===== src/rtl/io_space_pkg.sv =====
package io_space_pkg;
  localparam int DW        = 8;
  localparam int IO_AW     = 6;
  localparam int BIT_AW    = 5;
  localparam int DS_AW     = 16;
  localparam int DS_OFFSET = 32;
  localparam int NUM_GP    = 3;
  localparam int NUM_FLAGS = 4;
  localparam int NREG      = NUM_GP + 1;
  localparam int FLAG_SLOT = NUM_GP;

  localparam logic [IO_AW-1:0] GP_BASE   = 6'h13;
  localparam logic [IO_AW-1:0] FLAG_ADDR = 6'h1A;

  typedef enum logic [1:0] {
    BOP_NONE = 2'd0,
    BOP_SET  = 2'd1,
    BOP_CLR  = 2'd2,
    BOP_TEST = 2'd3
  } bit_op_e;
endpackage


===== src/rtl/io_addr_dec.sv =====
module io_addr_dec
  import io_space_pkg::*;
(
  input  logic [IO_AW-1:0] addr_i,
  output logic [NREG-1:0]  sel_o
);
  for (genvar k = 0; k < NUM_GP; k++) begin : g_gp_sel
    assign sel_o[k] = (addr_i == IO_AW'(GP_BASE + k));
  end
  assign sel_o[FLAG_SLOT] = (addr_i == FLAG_ADDR);
endmodule


===== src/rtl/io_gp_reg.sv =====
module io_gp_reg #(
  parameter int DW = 8
) (
  input  logic          clk_i,
  input  logic          rst_ni,
  input  logic          we_i,
  input  logic [DW-1:0] wdata_i,
  input  logic [DW-1:0] set_i,
  input  logic [DW-1:0] clr_i,
  output logic [DW-1:0] q_o
);
  always_ff @(posedge clk_i or negedge rst_ni) begin
    if (!rst_ni)   q_o <= '0;
    else if (we_i) q_o <= wdata_i;
    else           q_o <= (q_o | set_i) & ~clr_i;
  end

  // a single-bit op must not disturb unmasked bits
  assert_bitop_isolated_R6: assert property (@(posedge clk_i) disable iff (!rst_ni)
    (!we_i) |=> ((q_o ^ $past(q_o)) & ~$past(set_i | clr_i)) == '0);

  assert_idle_hold_R3: assert property (@(posedge clk_i) disable iff (!rst_ni)
    (!we_i && set_i == '0 && clr_i == '0) |=> $stable(q_o));
endmodule


===== src/rtl/io_flag_reg.sv =====
module io_flag_reg #(
  parameter int NF = 4
) (
  input  logic          clk_i,
  input  logic          rst_ni,
  input  logic [NF-1:0] clr_i,
  input  logic [NF-1:0] evt_i,
  output logic [NF-1:0] q_o
);
  // events win over a clear in the same cycle
  always_ff @(posedge clk_i or negedge rst_ni) begin
    if (!rst_ni) q_o <= '0;
    else         q_o <= (q_o & ~clr_i) | evt_i;
  end

  assert_evt_sets_R9: assert property (@(posedge clk_i) disable iff (!rst_ni)
    (evt_i != '0) |=> (q_o & $past(evt_i)) == $past(evt_i));

  assert_w1c_clears_R7: assert property (@(posedge clk_i) disable iff (!rst_ni)
    ((clr_i & ~evt_i) != '0) |=> (q_o & $past(clr_i & ~evt_i)) == '0);

  assert_no_spurious_set_R9: assert property (@(posedge clk_i) disable iff (!rst_ni)
    $past(rst_ni) |-> (q_o & ~$past(q_o) & ~$past(evt_i)) == '0);
endmodule


===== src/rtl/io_space.sv =====
module io_space
  import io_space_pkg::*;
(
  input  logic             clk_i,
  input  logic             rst_ni,
  input  logic [IO_AW-1:0] io_addr_i,
  input  logic             io_we_i,
  input  logic [DW-1:0]    io_wdata_i,
  output logic [DW-1:0]    io_rdata_o,
  input  logic [DS_AW-1:0] ds_addr_i,
  input  logic             ds_we_i,
  input  logic [DW-1:0]    ds_wdata_i,
  output logic [DW-1:0]    ds_rdata_o,
  output logic             ds_hit_o,
  input  logic [IO_AW-1:0] bit_addr_i,
  input  logic [2:0]       bit_idx_i,
  input  logic [1:0]       bit_op_i,
  output logic             bit_res_o,
  input  logic [NUM_FLAGS-1:0] evt_i
);
  localparam logic [DS_AW-1:0] DS_LO = DS_AW'(DS_OFFSET);
  localparam logic [DS_AW-1:0] DS_HI = DS_AW'(DS_OFFSET + 2**IO_AW);

  bit_op_e          bop;
  logic [IO_AW-1:0] ds_io_addr, bit_io_addr;
  logic [NREG-1:0]  io_sel, ds_sel, bit_sel;
  logic             bit_ok;
  logic [DW-1:0]    bit_mask;
  logic [NREG-1:0][DW-1:0] regs;
  logic [NREG-1:0]  full_we;
  logic [DW-1:0]    full_data [NREG];
  logic [DW-1:0]    set_m [NREG];
  logic [DW-1:0]    clr_m [NREG];
  logic [NUM_FLAGS-1:0] flag_q, flag_clr;

  assign bop         = bit_op_e'(bit_op_i);
  assign ds_hit_o    = (ds_addr_i >= DS_LO) && (ds_addr_i < DS_HI);
  assign ds_io_addr  = IO_AW'(ds_addr_i - DS_LO);
  assign bit_ok      = (bit_addr_i[IO_AW-1:BIT_AW] == '0);
  // low bits only: the range gate, not the decoder, rejects high addresses
  assign bit_io_addr = IO_AW'(bit_addr_i[BIT_AW-1:0]);
  assign bit_mask    = DW'(1) << bit_idx_i;

  io_addr_dec u_dec_io  (.addr_i(io_addr_i),   .sel_o(io_sel));
  io_addr_dec u_dec_ds  (.addr_i(ds_io_addr),  .sel_o(ds_sel));
  io_addr_dec u_dec_bit (.addr_i(bit_io_addr), .sel_o(bit_sel));

  always_comb begin
    for (int k = 0; k < NREG; k++) begin
      logic io_w, ds_w, bit_w;
      io_w  = io_we_i && io_sel[k];
      ds_w  = ds_we_i && ds_hit_o && ds_sel[k];
      bit_w = bit_ok && bit_sel[k] && !io_w && !ds_w;
      full_we[k]   = io_w || ds_w;
      full_data[k] = io_w ? io_wdata_i : ds_wdata_i;
      set_m[k]     = (bit_w && bop == BOP_SET) ? bit_mask : '0;
      clr_m[k]     = (bit_w && bop == BOP_CLR) ? bit_mask : '0;
    end
  end

  for (genvar k = 0; k < NUM_GP; k++) begin : g_gp
    io_gp_reg #(.DW(DW)) u_gp (
      .clk_i, .rst_ni,
      .we_i(full_we[k]), .wdata_i(full_data[k]),
      .set_i(set_m[k]), .clr_i(clr_m[k]),
      .q_o(regs[k])
    );
  end

  // a one written, by byte or by bit set, clears; bit clear writes zero: no-op
  assign flag_clr = full_we[FLAG_SLOT] ? full_data[FLAG_SLOT][NUM_FLAGS-1:0]
                                       : set_m[FLAG_SLOT][NUM_FLAGS-1:0];

  io_flag_reg #(.NF(NUM_FLAGS)) u_flags (
    .clk_i, .rst_ni, .clr_i(flag_clr), .evt_i(evt_i), .q_o(flag_q)
  );
  assign regs[FLAG_SLOT] = DW'(flag_q);

  function automatic logic [DW-1:0] rd_mux(input logic [NREG-1:0] sel,
                                           input logic [NREG-1:0][DW-1:0] r);
    logic [DW-1:0] v;
    v = '0;
    for (int k = 0; k < NREG; k++) if (sel[k]) v |= r[k];
    return v;
  endfunction

  logic [DW-1:0] bit_byte;
  assign io_rdata_o = rd_mux(io_sel, regs);
  assign ds_rdata_o = ds_hit_o ? rd_mux(ds_sel, regs) : '0;
  assign bit_byte   = rd_mux(bit_sel, regs);
  assign bit_res_o  = (bop == BOP_TEST) && bit_ok && bit_byte[bit_idx_i];

  assert_dec_onehot_R1: assert property (@(posedge clk_i) disable iff (!rst_ni)
    $onehot0(io_sel) && $onehot0(ds_sel) && $onehot0(bit_sel));

  assert_ds_miss_zero_R2: assert property (@(posedge clk_i) disable iff (!rst_ni)
    !ds_hit_o |-> ds_rdata_o == '0);

  assert_bit_range_R5: assert property (@(posedge clk_i) disable iff (!rst_ni)
    !bit_ok |-> !bit_res_o);

  assert_reserved_write_R4: assert property (@(posedge clk_i) disable iff (!rst_ni)
    (io_we_i && io_sel == '0 && !ds_we_i && bop == BOP_NONE && evt_i == '0)
      |=> $stable(regs));

  assert_status_upper_R4: assert property (@(posedge clk_i) disable iff (!rst_ni)
    io_sel[FLAG_SLOT] |-> io_rdata_o[DW-1:NUM_FLAGS] == '0);
endmodule


===== config.mk =====
export PLATFORM = sky130hd
export DESIGN_NAME = io_space
export DESIGN_NICKNAME = d
export VERILOG_FILES = /design/src/rtl/io_space_pkg.sv /design/src/rtl/io_addr_dec.sv /design/src/rtl/io_gp_reg.sv /design/src/rtl/io_flag_reg.sv /design/src/rtl/io_space.sv
export SDC_FILE = /design/constraint.sdc
export NUM_CORES = 1
export LEC_CHECK = 0
export ABC_AREA = 1
export ABC_CLOCK_PERIOD_IN_PS = 1200
export CAP_MARGIN = 20
export CORE_MARGIN = 2
export CORE_UTILIZATION = 46
export DETAILED_ROUTE_END_ITERATION = 12
export PLACE_DENSITY_LB_ADDON = 0.1
export SYNTH_ARGS = -nofsm -noshare
export SYNTH_HDL_FRONTEND = slang
export SYNTH_SLANG_ARGS = --single-unit

===== constraint.sdc =====
create_clock -name clk_i -period 1.2 [get_ports clk_i]
set_clock_uncertainty 0.15 [all_clocks]
set_input_delay 0.18 -clock clk_i [delete_from_list [all_inputs] [get_ports clk_i]]
set_output_delay 0.18 -clock clk_i [all_outputs]
set_load 0.05 [all_outputs]

==> out/qor.tcl, run 1 <==
set qor(yosysWarningCount) 0
set qor(error_message) {[ERROR DPL-0038] Utilization greater than 100%, impossible to legalize}
set qor(die_span_x_um) 86.5
set qor(cts_htree_levels) 1
set qor(netlist_area_um2) 3130
set qor(floorplan.rows) 30
set qor(stop_stage) {5_1_grt}
set qor(clock-root-buffer) {sky130_fd_sc_hd__clkbuf_8}
set qor(synth.avg_cell_area_um2) 5.93
set qor(syn_nets) 585
set qor(worst_endpoint_kind) {primary output}
set qor(ys_ff_latch) 28
set qor(initial_core_util_pct) 46.9
set qor(die-height_um) 86.5
set qor(repair-timing-grt-worst-ep) {bit_res_o}
set qor(synth_seq_area_share_pct) 22.4
set qor(synth_cells) 528
set qor(cts.path.max_buffers) 2
set qor(grt_start_max_net_pins) 29
set qor(number_of_top_level_pins) 75
set qor(yosysUniqueCellTypes) 32
set qor(cts_made_buffers) 3
set qor(io_buffer_count) 74
set qor(place.gp.congestion) 1.07
set qor(numClockSinks) 28
set qor(synth.largest_area_cell) {sky130_fd_sc_hd__nand2_1}
set qor(outcome) {did not finish}
set qor(post_synth_main_area_contributors) {sky130_fd_sc_hd__nand2_1 (23%), sky130_fd_sc_hd__dfrtp_1 (22%), sky130_fd_sc_hd__inv_1 (8.7%), sky130_fd_sc_hd__o21ai_0 (7.7%), sky130_fd_sc_hd__nor2_1 (5.8%)}
set qor(yosys.area.top_type_share_pct) 22.7
set qor(hpwlAfterDp_um) 10900
==> synth_stat cells <==
library cell	n
sky130_fd_sc_hd__nand3_2	3
sky130_fd_sc_hd__dfrtp_1	28
sky130_fd_sc_hd__nand2_4	2
sky130_fd_sc_hd__nor3_2	1
sky130_fd_sc_hd__clkbuf_1	4
sky130_fd_sc_hd__nor2_4	5
sky130_fd_sc_hd__nand4_1	27
sky130_fd_sc_hd__inv_6	1
sky130_fd_sc_hd__buf_6	2
sky130_fd_sc_hd__o221ai_1	6
sky130_fd_sc_hd__buf_12	1
sky130_fd_sc_hd__inv_1	73
sky130_fd_sc_hd__nor2_1	48
sky130_fd_sc_hd__inv_4	2
sky130_fd_sc_hd__nand2_2	3
sky130_fd_sc_hd__a21oi_1	6
sky130_fd_sc_hd__nand3_1	20
sky130_fd_sc_hd__o21ai_1	2
sky130_fd_sc_hd__nor2_2	8
sky130_fd_sc_hd__nand4_4	1
sky130_fd_sc_hd__nor2_8	4
sky130_fd_sc_hd__a31oi_1	24
sky130_fd_sc_hd__o22ai_1	5
sky130_fd_sc_hd__nor3b_2	1
sky130_fd_sc_hd__nand2_1	189
sky130_fd_sc_hd__nor3_1	2
sky130_fd_sc_hd__inv_2	5
sky130_fd_sc_hd__nand3b_1	1
sky130_fd_sc_hd__nand4_2	1
sky130_fd_sc_hd__o21ai_0	48
sky130_fd_sc_hd__a221oi_1	4
sky130_fd_sc_hd__nand2_8	1
==> timing repair <==
action | 4_1_cts
setup buffers | 38
hold endpoints to repair | 0
gates resized for setup | 283
cloned | 4
setup endpoints to repair | 46
pin swaps | 79
hold buffers | 0
==> through the flow <==
step	cells	area, um^2	setup TNS (ns)	utilization, %	setup WS (ns)
after global placement	789	5340	-40.73	79.9	-0.991
after floorplan	528	3470	-9.06	-	-0.296
after CTS	829	6180	-13.64	92.5	-0.649
after detailed placement	789	5340	-41.92	79.9	-1.02
==> cells by family after synthesis <==
family                 after synthesis  share of synthesized area (%)
AOI/OAI and AO/OA                   95                           17.5
DFF                                 28                           22.4
buffers and inverters               88                           11.9
and+or+nand+nor                    317                           48.2
==> run 2: changes to the inputs <==
Settings changed: ABC_CLOCK_PERIOD_IN_PS 1200 to 1600, CORE_UTILIZATION 46 to 35, PLACE_DENSITY_LB_ADDON 0.1 to 0.15.
Clock period 1.2 ns to 1.6 ns, I/O delays scaled along.
==> out/qor.tcl, run 2 <==
set qor(place.gp.congestion) 1.00
set qor(commonest_non_fill_non_tap_cell_in_the_layout) {sky130_fd_sc_hd__nand2_1}
set qor(critical-path-top-delay-family) {flip-flops}
set qor(r2r_start) {g_gp[0].u_gp.q_o[2]}
set qor(critical_path.startpoint_type) {flip-flop}
set qor(critPathArrivalTime_ns) 1.58
set qor(critPathSlowestCell) {sky130_fd_sc_hd__dfrtp_1}
set qor(vias) 4474
set qor(slew_headroom_pct) 73.3
set qor(cts_tree) {yes}
set qor(final_hold_viol_count) 0
set qor(cts_htree_levels) 1
set qor(worstPathCellList) {inv_2, o21ai_1, inv_1, nand2_1, nand2_1, nor2_2, nor2_2, nor2_4, buf_12}
set qor(n_antenna_cell) 0
set qor(biggest_register) {g_gp.u_gp.q_o}
set qor(cts.hold.buffers_added) 0
set qor(power_leakage_nw) 2.84
set qor(layout.cells.most_common_list) {sky130_fd_sc_hd__nand2_1 (160), sky130_fd_sc_hd__buf_4 (66), sky130_fd_sc_hd__buf_6 (45)}
set qor(synth.largest_area_cell) {sky130_fd_sc_hd__nand2_1}
set qor(critPathLaunch) {g_gp[0].u_gp.q_o[0]}
set qor(hold_class) {input pin to async pin}
set qor(worst-path-max-fanout) 2
set qor(setup_tns_ns) -2.94
set qor(ys.flop_type) {sky130_fd_sc_hd__dfrtp_1}
set qor(initial_core_util_pct) 36.1
set qor(max_cap_violations) 0
set qor(grt_pass1_wl_um) 21700
set qor(postRouteAntennaNets) 0
set qor(power.density_nw_per_um2) 487
set qor(clock-root-buffer) {sky130_fd_sc_hd__clkbuf_8}
set qor(cts_made_buffers) 3
set qor(setup_viol) 25
set qor(total_iterations_of_the_first_detailed_routing_run) 6
set qor(async_reset_ff_share_pct) 100
set qor(route.final.wire_length_um) 14200
set qor(yosysWarningCount) 0
set qor(floorplan.rows) 34
set qor(globalRoute.totalOverflow) 0
set qor(die-height_um) 98.6
set qor(grt_setup_unrepaired) {true}
set qor(first_iter_violations) 387
set qor(drc) 0
set qor(clock.fmax_mhz) 508
set qor(synthTopCellsByCount) {sky130_fd_sc_hd__nand2_1 (189), sky130_fd_sc_hd__inv_1 (73), sky130_fd_sc_hd__nor2_1 (48), sky130_fd_sc_hd__o21ai_0 (48), sky130_fd_sc_hd__dfrtp_1 (28)}
set qor(clk_latency_ns) 0.28
set qor(post_synth_main_area_contributors) {sky130_fd_sc_hd__nand2_1 (23%), sky130_fd_sc_hd__dfrtp_1 (22%), sky130_fd_sc_hd__inv_1 (8.7%), sky130_fd_sc_hd__o21ai_0 (7.7%), sky130_fd_sc_hd__nor2_1 (5.8%)}
set qor(numClockSinks) 28
set qor(fp.dieArea_um2) 9720
set qor(ys_ff_latch) 28
set qor(yosys.area.top_type_share_pct) 22.7
set qor(final_net_count) 766
set qor(largest_reg_flops) 24
set qor(post_route_cells_drive_above_1_share_pct) 45.9
set qor(synth.avg_cell_area_um2) 5.93
set qor(reg.largest.list) {g_gp.u_gp.q_o x24, u_flags.q_o x4}
set qor(netlist_area_um2) 3130
set qor(most_instantiated_library_cell_after_synthesis) {sky130_fd_sc_hd__nand2_1}
set qor(cts.path.max_buffers) 2
set qor(areaGrowthSynthToFinish_pct) 91.7
set qor(peakVddDrop_mv) 0.395
set qor(die_span_x_um) 98.6
set qor(finalWorstPathRequiredPeriod_ns) 1.97
set qor(synth_cells) 528
set qor(core_region_area_um2) 8680
set qor(hpwlAfterDp_um) 9940
set qor(grt_start_max_net_pins) 29
set qor(category_of_the_most_critical_setup_path) {flip-flop to output pin}
set qor(viasPerCell) 5.48
set qor(worst_path_largest_cell_delay_ns) 0.43
set qor(slew_viol_final) 0
set qor(synth_seq_area_share_pct) 22.4
set qor(io_buffer_count) 74
set qor(yosysUniqueCellTypes) 32
set qor(failed_checks) {setup timing}
set qor(grt_usage_pct) 27.8
set qor(syn_nets) 585
set qor(synth-edff-count) 0
set qor(critical_path_buf_inv_count) 3
set qor(end_kind) {output pin}
set qor(worstPathRequired_ns) 1.21
set qor(post-route-util_pct) 69.2
set qor(outcome) {complete, but fails checks}
set qor(number_of_top_level_pins) 75
set qor(wl_per_cell_um) 17.4
set qor(fraction_of_the_cycle_the_final_worst_path_needs_pct) 123
set qor(via_count_of_the_first_global_routing_pass) 4205
set qor(setup_ws_ns) -0.367
set qor(cts.clk_slew.worst_paths_ns) 0.11
set qor(initial_antenna_violation_count) 0
set qor(timing_worst_slew_pin_value_ns) 0.400
==> run 2: cell counts after synthesis <==
No cell type changed its count.
==> run 2: path summary, 6_finish.rpt <==
kind / end / slack (ns) / depth (start not counted)
max: bit_res_o / -0.37 / 9
min: g_gp[1].u_gp.q_o[5] / 0.17 / 2
max reg2reg: g_gp[0].u_gp.q_o[2] / 0.36 / 7
min reg2reg: g_gp[1].u_gp.q_o[1] / 0.47 / 4
max in group asynchronous: u_flags.q_o[1] / 0.80 / 2
min in group clk_i: u_flags.q_o[0] / 0.33 / 3
==> run 2: power by group <==
| group | internal, mW | switching (mW) | total [mW] |
|---|---|---|---|
| registers | 0.838 | 0.139 | 0.977 |
| logic | 0.659 | 0.815 | 1.47 |
| clock network | 0.221 | 0.253 | 0.474 |
| total | 1.72 | 1.21 | 2.92 |
==> run 2: layer usage <==
layer / track usage, % / vias to the layer above / part of all wire (%)
li1: - / 2111 / -
met4: 6.85 / 0 / 3.1
met5: 0 / - / 0
met2: 47.4 / 240 / 49
met3: 2.55 / 44 / 7.3
met1: 38.0 / 2079 / 41
==> run 2: timing repair <==
item                       in CTS  in global routing
resized for setup             246                 88
pin swaps                      64                 76
gates cloned                    0                  1
buffers inserted               22                 12
setup endpoints to repair      46                 46
==> run 2: worst register-to-register path, stage by stage (launching register included) <==
cell                      delay [ns]
sky130_fd_sc_hd__dfrtp_1        0.43
sky130_fd_sc_hd__inv_2          0.07
sky130_fd_sc_hd__buf_6          0.12
sky130_fd_sc_hd__buf_4          0.12
sky130_fd_sc_hd__buf_4          0.13
sky130_fd_sc_hd__nand2_1        0.06
sky130_fd_sc_hd__nand2_1        0.05
sky130_fd_sc_hd__nand2_1        0.06
==> run 2: cell type report <==
class                           count  area [um^2]
Clock buffer                        4         55.1
Fill cell                         709         2680
Inverter                           81          354
Multi-Input combinational cell    413         2840
Sequential cell                    28          704
Tap cell                          108          135
Timing Repair Buffer              182         1920
==> run 2: per-stage QoR <==
| step | instance area, um^2 | instances | power, mW | worst slack [ns] | hold slack (ns) |
|---|---|---|---|---|---|
| after CTS | 5650 | 807 | 2.74 | -0.334 | 0.203 |
| after global placement | 4950 | 782 | 2.00 | -0.665 | 0.436 |
| final | 6000 | 816 | 2.92 | -0.367 | 0.173 |
| after floorplan | 3320 | 528 | 1.38 | -0.122 | -0.206 |
| after detailed placement | 4950 | 782 | 2.01 | -0.709 | 0.446 |
| after global routing | 6000 | 816 | 3.06 | -0.521 | 0.217 |
==> run 2: kinds of logic (layout without fill, tap and decap cells) <==
kind of cell | after synthesis | count (layout) | synth area share [%]
and+or+nand+nor | 317 | 318 | 48.2
AOI/OAI and AO/OA | 95 | 95 | 17.5
buffers and inverters | 88 | 267 | 11.9
DFF | 28 | 28 | 22.4
No activity file was read; power rests on OpenSTA's default activity.
